<file path="config.mk">
export PLATFORM = sky130hd
export DESIGN_NAME = codec_init_seq
export DESIGN_NICKNAME = d
export VERILOG_FILES = /design/src/rtl/codec_init_pkg.sv /design/src/rtl/codec_cfg_rom.sv /design/src/rtl/i2c_qtick.sv /design/src/rtl/i2c_wr_engine.sv /design/src/rtl/codec_init_seq.sv
export SDC_FILE = /design/constraint.sdc
export NUM_CORES = 1
export LEC_CHECK = 0
export BUFFER_PORTS_ARGS = -buffer_cell sky130_fd_sc_hd__buf_2
export CAP_MARGIN = 20
export CORE_AREA = 2 2 82 84
export CTS_BUF_LIST = sky130_fd_sc_hd__clkbuf_8
export DETAILED_ROUTE_END_ITERATION = 6
export DIE_AREA = 0 0 84 86
export GPL_TIMING_DRIVEN = 0
export PLACE_DENSITY = 0.58
export SLEW_MARGIN = 25
export SYNTH_ARGS = -nofsm -noshare
export SYNTH_HDL_FRONTEND = slang
export SYNTH_SLANG_ARGS = --single-unit
</file>
<file path="constraint.sdc">
create_clock -name clk -period 2 [get_ports clk]
set_clock_uncertainty 0.15 [all_clocks]
set_input_delay 0.1 -clock clk [delete_from_list [all_inputs] [get_ports clk]]
set_output_delay 0.1 -clock clk [all_outputs]
set_load 0.01 [all_outputs]
</file>
<file path="src/rtl/codec_init_pkg.sv">
package codec_init_pkg;

  typedef enum logic [1:0] {
    OP_START = 2'd0,
    OP_BYTE  = 2'd1,
    OP_STOP  = 2'd2
  } i2c_op_e;

  typedef enum logic [2:0] {
    SQ_IDLE  = 3'd0,
    SQ_ISSUE = 3'd1,
    SQ_WAIT  = 3'd2,
    SQ_DONE  = 3'd3,
    SQ_HALT  = 3'd4
  } seq_state_e;

  typedef enum logic [2:0] {
    ST_START = 3'd0,
    ST_ADDR  = 3'd1,
    ST_HI    = 3'd2,
    ST_LO    = 3'd3,
    ST_STOP  = 3'd4
  } txn_step_e;

  localparam int unsigned CFG_COUNT  = 10;
  localparam int unsigned IDX_W      = 4;
  localparam logic [15:0] CFG_FILLER = 16'hABCD;

endpackage

</file>
<file path="src/rtl/codec_cfg_rom.sv">
module codec_cfg_rom
  import codec_init_pkg::*;
(
  input  logic [IDX_W-1:0] idx_i,
  output logic [15:0]      word_o
);

  always_comb begin
    case (idx_i)
      4'd0:    word_o = 16'h001F;
      4'd1:    word_o = 16'h021F;
      4'd2:    word_o = 16'h047F;
      4'd3:    word_o = 16'h067F;
      4'd4:    word_o = 16'h0812;
      4'd5:    word_o = 16'h0A06;
      4'd6:    word_o = 16'h0C00;
      4'd7:    word_o = 16'h0E01;
      4'd8:    word_o = 16'h1002;
      4'd9:    word_o = 16'h1201;
      default: word_o = CFG_FILLER;
    endcase
  end

endmodule

</file>
<file path="src/rtl/i2c_qtick.sv">
module i2c_qtick #(
  parameter int unsigned QDIV = 125
) (
  input  logic clk,
  input  logic rst_n,
  input  logic clr_i,
  output logic tick_o
);

  localparam int unsigned CW = (QDIV > 1) ? $clog2(QDIV) : 1;
  localparam logic [CW-1:0] LAST = CW'(QDIV - 1);

  logic [CW-1:0] cnt_q;

  assign tick_o = (cnt_q == LAST);

  always_ff @(posedge clk) begin
    if (!rst_n)               cnt_q <= '0;
    else if (clr_i || tick_o) cnt_q <= '0;
    else                      cnt_q <= cnt_q + 1'b1;
  end

endmodule

</file>
<file path="src/rtl/i2c_wr_engine.sv">
module i2c_wr_engine
  import codec_init_pkg::*;
(
  input  logic       clk,
  input  logic       rst_n,
  input  logic       qtick_i,
  input  logic       cmd_valid_i,
  output logic       cmd_ready_o,
  input  i2c_op_e    cmd_op_i,
  input  logic [7:0] cmd_byte_i,
  output logic       rsp_valid_o,
  output logic       rsp_ack_o,
  input  logic       sda_i,
  output logic       scl_low_o,
  output logic       sda_low_o,
  output logic       ack_slot_o
);

  logic       act_q;
  i2c_op_e    op_q;
  logic [1:0] q_q;
  logic [3:0] bit_q;
  logic [7:0] sh_q;
  logic       ack_q;
  logic       scl_hi_q, sda_hi_q;
  logic       scl_hi_d, sda_hi_d;
  logic       in_ack;

  assign cmd_ready_o = !act_q;
  assign in_ack      = act_q && (op_q == OP_BYTE) && (bit_q == 4'd8);
  assign ack_slot_o  = in_ack;

  // Line levels for the current quarter of the current element.
  always_comb begin
    scl_hi_d = 1'b1;
    sda_hi_d = 1'b1;
    case (op_q)
      OP_START: begin
        scl_hi_d = (q_q != 2'd3);
        sda_hi_d = (q_q < 2'd2);
      end
      OP_BYTE: begin
        scl_hi_d = (q_q == 2'd1) || (q_q == 2'd2);
        sda_hi_d = (bit_q == 4'd8) ? 1'b1 : sh_q[7];
      end
      OP_STOP: begin
        scl_hi_d = (q_q != 2'd0);
        sda_hi_d = (q_q == 2'd3);
      end
      default: begin
        scl_hi_d = 1'b1;
        sda_hi_d = 1'b1;
      end
    endcase
  end

  // Lines hold their level between elements so SCL stays low mid-transaction.
  always_ff @(posedge clk) begin
    if (!rst_n) begin
      scl_hi_q <= 1'b1;
      sda_hi_q <= 1'b1;
    end else if (act_q) begin
      scl_hi_q <= scl_hi_d;
      sda_hi_q <= sda_hi_d;
    end
  end

  assign scl_low_o = !scl_hi_q;
  assign sda_low_o = !sda_hi_q;

  always_ff @(posedge clk) begin
    if (!rst_n) begin
      act_q       <= 1'b0;
      op_q        <= OP_START;
      q_q         <= 2'd0;
      bit_q       <= 4'd0;
      sh_q        <= 8'h00;
      ack_q       <= 1'b0;
      rsp_valid_o <= 1'b0;
      rsp_ack_o   <= 1'b0;
    end else begin
      rsp_valid_o <= 1'b0;
      if (!act_q) begin
        if (cmd_valid_i) begin
          act_q <= 1'b1;
          op_q  <= cmd_op_i;
          sh_q  <= cmd_byte_i;
          q_q   <= 2'd0;
          bit_q <= 4'd0;
          ack_q <= 1'b0;
        end
      end else if (qtick_i) begin
        if (in_ack && (q_q == 2'd1)) ack_q <= !sda_i;
        q_q <= q_q + 2'd1;
        if (q_q == 2'd3) begin
          if ((op_q == OP_BYTE) && (bit_q != 4'd8)) begin
            sh_q  <= {sh_q[6:0], 1'b0};
            bit_q <= bit_q + 4'd1;
          end else begin
            act_q       <= 1'b0;
            rsp_valid_o <= 1'b1;
            rsp_ack_o   <= (op_q == OP_BYTE) ? ack_q : 1'b1;
          end
        end
      end
    end
  end

endmodule

</file>
<file path="src/rtl/codec_init_seq.sv">
module codec_init_seq
  import codec_init_pkg::*;
#(
  parameter int unsigned CLK_HZ   = 50_000_000,
  parameter int unsigned SCL_HZ   = 100_000,
  parameter logic [6:0]  DEV_ADDR = 7'h1A
) (
  input  logic             clk,
  input  logic             rst_n,
  input  logic             start_i,
  input  logic             sda_i,
  output logic             scl_low_o,
  output logic             sda_low_o,
  output logic             busy_o,
  output logic             done_o,
  output logic             err_o,
  output logic [IDX_W-1:0] err_idx_o
);

  localparam int unsigned QRAW = CLK_HZ / (4 * SCL_HZ);
  localparam int unsigned QDIV = (QRAW < 2) ? 2 : QRAW;
  localparam logic [IDX_W-1:0] LAST_IDX = IDX_W'(CFG_COUNT - 1);

  seq_state_e       st_q;
  txn_step_e        step_q;
  logic [IDX_W-1:0] idx_q;
  logic             nack_q;
  logic [15:0]      cfg_word;
  logic             qtick, cmd_valid, cmd_ready, rsp_valid, rsp_ack, ack_slot;
  i2c_op_e          cmd_op;
  logic [7:0]       cmd_byte;

  codec_cfg_rom u_rom (
    .idx_i  (idx_q),
    .word_o (cfg_word)
  );

  i2c_qtick #(.QDIV(QDIV)) u_tick (
    .clk    (clk),
    .rst_n  (rst_n),
    .clr_i  (cmd_valid && cmd_ready),
    .tick_o (qtick)
  );

  i2c_wr_engine u_eng (
    .clk         (clk),
    .rst_n       (rst_n),
    .qtick_i     (qtick),
    .cmd_valid_i (cmd_valid),
    .cmd_ready_o (cmd_ready),
    .cmd_op_i    (cmd_op),
    .cmd_byte_i  (cmd_byte),
    .rsp_valid_o (rsp_valid),
    .rsp_ack_o   (rsp_ack),
    .sda_i       (sda_i),
    .scl_low_o   (scl_low_o),
    .sda_low_o   (sda_low_o),
    .ack_slot_o  (ack_slot)
  );

  assign cmd_valid = (st_q == SQ_ISSUE);

  always_comb begin
    case (step_q)
      ST_START: cmd_op = OP_START;
      ST_STOP:  cmd_op = OP_STOP;
      default:  cmd_op = OP_BYTE;
    endcase
    case (step_q)
      ST_ADDR: cmd_byte = {DEV_ADDR, 1'b0};
      ST_HI:   cmd_byte = cfg_word[15:8];
      ST_LO:   cmd_byte = cfg_word[7:0];
      default: cmd_byte = 8'h00;
    endcase
  end

  always_ff @(posedge clk) begin
    if (!rst_n) begin
      st_q      <= SQ_IDLE;
      step_q    <= ST_START;
      idx_q     <= '0;
      nack_q    <= 1'b0;
      err_idx_o <= '0;
    end else begin
      case (st_q)
        SQ_ISSUE: if (cmd_ready) st_q <= SQ_WAIT;
        SQ_WAIT: begin
          if (rsp_valid) begin
            st_q <= SQ_ISSUE;
            if (step_q == ST_STOP) begin
              step_q <= ST_START;
              if (nack_q) begin
                st_q      <= SQ_HALT;
                err_idx_o <= idx_q;
              end else if (idx_q == LAST_IDX) begin
                st_q <= SQ_DONE;
              end else begin
                idx_q <= idx_q + 1'b1;
              end
            end else if ((step_q != ST_START) && !rsp_ack) begin
              nack_q <= 1'b1;
              step_q <= ST_STOP;
            end else begin
              step_q <= txn_step_e'(step_q + 3'd1);
            end
          end
        end
        default: begin
          if (start_i) begin
            st_q      <= SQ_ISSUE;
            step_q    <= ST_START;
            idx_q     <= '0;
            nack_q    <= 1'b0;
            err_idx_o <= '0;
          end
        end
      endcase
    end
  end

  assign busy_o = (st_q == SQ_ISSUE) || (st_q == SQ_WAIT);
  assign done_o = (st_q == SQ_DONE);
  assign err_o  = (st_q == SQ_HALT);

endmodule

</file>
==> Word-level counts from Yosys, hierarchy flattened <==
Memory sizes are Yosys's and may differ from the RTL's. A register that Yosys moved wholly into a read port is not among the register bits.
Cells that the tools add are included.
{ "classes": {"shift": 0, "order_cmp": 1, "reduce_logical": 33, "n_eq_ne": 30, "bitwise": 4, "multipliers": 0, "muxes": 58, "n_div": 0, "n_addsub": 5} }
{ "ops": {"columns": ["cell", "count"], "rows": [
  ["$mux W4", 15],
  ["$mux W8", 5],
  ["$mux W3", 9],
  ["$ne A2 B2 Y1 const B", 12],
  ["$pmux W8 S3", 1],
  ["$mux W1", 16],
  ["$pmux W4 S2", 2],
  ["$eq A3 B2 Y1 const B", 4],
  ["$pmux W3 S2", 2],
  ["$reduce_and A4 Y1", 3],
  ["$reduce_and A5 Y1", 2],
  ["$reduce_and A3 Y1", 3],
  ["$add A4 B1 Y4 const B", 2],
  ["$eq A4 B4 Y1 const B", 2],
  ["$mux W2", 4],
  ["$add A7 B1 Y7 const B", 1],
  ["$eq A7 B7 Y1 const B", 1],
  ["$eq A2 B2 Y1 const B", 3],
  ["$eq A3 B1 Y1 const B", 2],
  ["$eq A3 B3 Y1 const B", 2],
  ["$logic_and A1 B1 Y1", 6],
  ["$pmux W1 S3", 2],
  ["$reduce_and A6 Y1", 1],
  ["$reduce_bool A2 Y1", 3],
  ["other kinds (16)", 28]
]} }
{ "totals": {"memories": 1, "mem_bits_rw": 0, "output_inout_bits": 9, "register_bits": 44, "latchBits": 0, "romBits": 240, "in_bits": 4, "wordCells": 148} }
{ "memory_table": {"columns": ["memory", "words", "width", "rd", "rd_clocked_by_memory_dff", "write_ports", "line_no", "source"], "rows": [
  ["(name not given)", 16, 15, 1, 1, 0, "codec_cfg_rom.sv:9", "case (idx_i)"]
]} }

==> Longest topological paths before layout <==
{ "logic_depth": {"word_depth": 8, "ltp_mapped": 9, "ltp_nobuf": 9} }

==> Cells and area by module <==
A second synthesis with hierarchy kept.
{ "unflattened": {"hier_cells": 309, "area_unflattened_um2": 2658.8} }
{ "by_module_without_submodules": {"columns": ["mod", "n_inst", "seq_area_each_um2", "area_each_um2", "cells_per_inst"], "rows": [
  ["i2c_wr_engine", 1, 440.4, 1112.3, 125],
  ["codec_init_seq", 1, 300.3, 1039.7, 122],
  ["i2c_qtick", 1, 140.1, 317.8, 36],
  ["codec_cfg_rom", 1, 0.0, 188.9, 26]
]} }

==> Worst setup path before layout <==
Ideal clock, no wire load.
{ "synth_path": {"path_type": "register -> register", "from": "register step_q[0]", "to": "register, netlist name u_rom.word_o[1]", "n_path_buf": 0, "required_ps": 1728, "path_slack_ps": -91, "arrival_time_ps": 1819, "period_less_slack_ps": 2091, "stages_incl_launch_ff": 9, "setup_time_ps": 122, "path_cell_list": "dfxtp_1 -> inv_1 -> ha_1 -> and3b_1 -> a21oi_4 -> nor3_4 -> xor2_2 -> o21ai_1 -> a221o_1"} }
{ "synth_via": {"elab_chain_cells": 5} }
{ "synth_lines": {"columns": ["element", "line_no", "source"], "rows": [
  ["start, declared", "codec_init_seq.sv:25", "txn_step_e step_q;"],
  ["start signal, assigned", "codec_init_seq.sv:104", "step_q <= txn_step_e'(step_q + 3'd1);"],
  ["$eq A3 B3 Y1", "codec_init_seq.sv:90", "if (step_q == ST_STOP) begin"],
  ["$ne A2 B2 Y1 (no source line)", null, null],
  ["$reduce_and A6 Y1 (no source line)", null, null],
  ["$mux W4 (no source line) (2 in series)", null, null]
]} }
Every way passes these cells.
A chain may end at the register's enable or synchronous reset.

==> Worst setup path in the final report <==
{ "layout_path": {"from": "register st_q[2]", "to": "register, netlist name u_rom.word_o[1]"} }
{ "layout_via": {"elab_chain_cells": 5, "elab_cells_between_ends": 12, "classes_between": "6 x eq/ne; 3 x mux; 1 x bitwise; 2 x reduce/logical"} }
{ "layout_lines": {"columns": ["element", "line_no", "source"], "rows": [
  ["start, declared", "codec_init_seq.sv:24", "seq_state_e st_q;"],
  ["start signal, assigned", "codec_init_seq.sv:79", "st_q <= SQ_IDLE;"],
  ["start signal, assigned", "codec_init_seq.sv:86", "SQ_ISSUE: if (cmd_ready) st_q <= SQ_WAIT;"],
  ["start signal, assigned", "codec_init_seq.sv:89", "st_q <= SQ_ISSUE;"],
  ["$eq A3 B2 Y1 or $eq A3 B1 Y1 (tied branches)", "codec_init_seq.sv:85", "case (st_q)"],
  ["$ne A2 B2 Y1 (no source line), or another cell as far along", null, null],
  ["$reduce_and A6 Y1 (no source line)", null, null],
  ["$mux W4 (no source line) (*) (2 in series)", null, null]
]} }
Mark *: on every way between the ends. The rest lies on a longest branch, timed or not.

==> key figures <==
Setup path
  – Critical R2R Launch: st_q[2]
  – Cell Chain, Critical Path: and4bb_4 > a211oi_4 > buf_6 > nor3_4 > xor2_2 > o21ai_1 > a221o_1
  – Critical Path Start Type: register
  – Top delay family on crit path: simple AND/OR/NAND/NOR gates
  – Worst EP required: 2.06 ns
  – Slowest stage delay, CP: 0.37 ns
  – CP arrival: 2.17 ns
  – Crit path from: st_q[2]
  – CP max-delay cell: dfxtp_4
  – CP Max Fanout: 5
  – Critical Path Sink Type: register
  – Critical path buffers and inverters: 1
  – Critical path class: reg2reg

Clocking
  – Later-pin clock latency in the skew report: 0.32 ns
  – CTS Buffer Depth: 2
  – TritonCTS Buffers: 5
  – CTS tree: done
  – Root buf cell: clkbuf_8
  – Clk sinks: 56
  – H-tree Lvls: 2
  – Clock transition at the registers of the reported paths: 0.10 ns

GRT
  – Largest net degree at the start of global routing: 18
  – Overflow after GRT: 0
  – GRT Overall Usage: 0.1710
  – Number of global-route vias before repair: 2102
  – Initial antenna violation count: 0
  – First-pass GRT wire length: between 9000 and 10000 um

Synthesis
  – Syn Nets: 327
  – Mapped Avg Cell Area: 8.892 um^2
  – Synth Cell Area: 2748 um^2
  – Seq cells post-synth: between 50 and 60
  – Sequential fraction of the synthesis area: 0.4080
  – Syn Inst Count: ~310
  – Async SR Flop Fraction: 0
  – Post-synth top flop: dfxtp_1
  – Yosys cell types: between 60 and 70
  – Post-synth EDFFs: 0
  – Yosys warns: 0

Detailed routing
  – Routed vias: 2307
  – Pre-Repair DR Iteration Count: 5
  – Wire per inst: 13.88 um
  – DRC: 0
  – Initial drt markers: 76
  – Routed Antenna Nets: 0
  – Wirelength, routed: 6079 um
  – Vias per cell: 5.267

Die
  – # rows: 29
  – I/O pin total: 13
  – Std-Cell Core Area: 6277 um^2
  – DIE AREA: between 7000 and 8000 um^2
  – Die Wd: 84 um
  – Die Ht: 86 um
  – Initial Util: 0.4377

Finish
  – Inserted Diodes: 0
  – Final Non-Filler Cells: 438
  – Area delta synth->final: 25.32%
  – Layout cell share with drive strength beyond 1: 0.2992
  – Multi-input logic area: 1583 um^2
  – Fill cell count: 586
  – Final #Nets: 378
  – FF/Latch Area: 1140 um^2

Timing
  – Achievable Freq: 473.5 MHz
  – Max Slew Vio Count: 0
  – Relative slew slack: 0.6396
  – Fin. Hold Viols: 0
  – Worst hold margin: 0.1524 ns
  – Setup WS post-layout: -0.1121 ns
  – RSZ-0062 raised after global routing: true
  – Final Cycle Share: 1.056
  – Worst slew pin tran: 0.5339 ns
  – Count of endpoints failing setup in the final report: 13
  – Shortest period the worst path allows: around 2.1 ns

Outcome
  – Failing checks: negative setup slack
  – Status: finished with violations

Place
  – Pre-CTS setup slack: -0.3365 ns
  – Count of port buffers added during placement: 12
  – HPWL Detailed: 4097 um
  – Cell count after placement: 398
  – Final Wtd Congestion: around 0.77

Pwr
  – Worst vdd ir: 0.0003125 V
  – Leakage: 1.338 nW
  – Cell Pwr Density: roughly 730 nW/um^2

Run
  – Max-cap violations: 0

Worst hold path
  – Hold_sp: start_i
  – Class of the worst hold path: in2reg
path summary, 6_finish.rpt:
path | end | slack, ns | cells past startpoint
max | u_rom.word_o[1] | -0.11 | 7
min | nack_q | 0.15 | 4
max reg2reg | u_rom.word_o[1] | -0.11 | 7
min reg2reg | step_q[1] | 0.34 | 2
power by group:
group	internal, W	switching (W)
sequential	0.00116	0.0000395
clock	0.000410	0.000379
combinational	0.000235	0.000282
total	0.00181	0.000700
cells by family (layout without fill, tap and decap cells):
family          after synthesis  in the layout  share of synthesized area
flops                        56             56                     0.4080
compound gates               77             77                     0.2013
fa+ha+maj                    14             14                    0.06375
simple gates                109            109                     0.1995
mux                           6              6                    0.02186
buf+inv                      35             87                    0.05510
xor+xnor                     12             12                    0.05055
area by class of cell:
| class | instances | area share |
|---|---|---|
| clock inverters | 2 | 0.01126 |
| plain buffers | 13 | 0.02507 |
| flip-flops and latches | 56 | 0.3310 |
| inverters | 21 | 0.02435 |
| well taps | 77 | 0.02798 |
| clock buffers | 6 | 0.02398 |
| multi-input cells | 218 | 0.4597 |
| repair buffers | 45 | 0.09666 |
registers in the layout (all words and copies together) (netlist names):
register,cells
u_eng.bit_q,4
u_eng.op_q,2
u_eng.rsp_ack_o,1
u_eng.rsp_valid_o,1
u_eng.ack_q,1
u_eng.scl_hi_q,1
err_idx_o,4
u_eng.q_q,2
idx_q,4
u_eng.sda_hi_q,1
u_eng.sh_q,8
step_q,3
st_q,3
nack_q,1
u_tick.cnt_q,7
u_rom.word_o,12
u_eng.act_q,1
layer usage:
| metal | vias up | track usage | wire length [um] |
|---|---|---|---|
| li1 | 1171 | - | - |
| met1 | 1100 | 0.2244 | 2928 |
| met2 | 28 | 0.2873 | 2914 |
| met3 | 8 | 0.03465 | 155 |
| met4 | 0 | 0.04839 | 80 |
| met5 | - | 0 | 0 |
stage by stage:
stage	util	total power [W]	setup TNS, ns	area, um^2
2_1_floorplan	-	0.001526	-0.01834	2770
3_3_place_gp	0.4662	0.001620	-3.448	2927
3_5_place_dp	0.4662	0.001625	-4.186	2927
4_1_cts	0.5248	0.002499	-0.7476	3294
5_1_grt	0.5485	0.002634	-2.785	3443
6_report	0.5485	0.002508	-0.7951	3443
cell usage after synthesis, types with 3 or more instances:
| library cell | number | area, um^2 |
|---|---|---|
| o211ai_1 | 5 | 37.54 |
| nand3_1 | 12 | 60.06 |
| inv_1 | 20 | 75.07 |
| a22oi_1 | 8 | 60.06 |
| o21bai_1 | 3 | 22.52 |
| buf_2 | 3 | 15.01 |
| o21ai_0 | 13 | 65.06 |
| a211oi_1 | 6 | 45.04 |
| nor2_1 | 49 | 183.9 |
| ha_1 | 14 | 175.2 |
| mux2i_1 | 6 | 60.06 |
| xnor2_1 | 5 | 43.79 |
| nand2_1 | 17 | 63.81 |
| clkbuf_1 | 9 | 33.78 |
| nor3_1 | 4 | 20.02 |
| a21oi_1 | 22 | 110.1 |
| dfxtp_1 | 56 | 1121 |
| xor2_1 | 4 | 35.03 |
worst min-delay path, cell delays in order:
cell and delay (ns):
buf_2 0.13, a211o_2 0.20, a21oi_1 0.08, nor2_1 0.07
timing repair:
item | in CTS | in global routing
pin swaps | 9 | 14
hold buffers | 4 | 0
endpoints found under the hold margin | 5 | 0
resized for setup | 20 | 28
endpoints found under the setup margin | 26 | 29
setup buffers | 20 | 9
cloned | 1 | 0
cell usage in the layout (no fill, tap or decap), drive strengths merged, types with 3 or more instances in the layout:
| cell type | instances |
|---|---|
| nand2b | 3 |
| o211ai | 5 |
| xnor2 | 7 |
| buf | 46 |
| dlygate4sd3 | 4 |
| clkbuf | 14 |
| a211oi | 7 |
| nor2 | 50 |
| a22oi | 8 |
| nand3 | 12 |
| xor2 | 5 |
| and3 | 4 |
| o21ai | 14 |
| mux2i | 6 |
| ha | 14 |
| nand2 | 17 |
| inv | 20 |
| nor3 | 5 |
| o21bai | 4 |
| a21oi | 24 |
| and2 | 3 |
| dfxtp | 56 |
No activity file was read; power rests on OpenSTA's default activity.
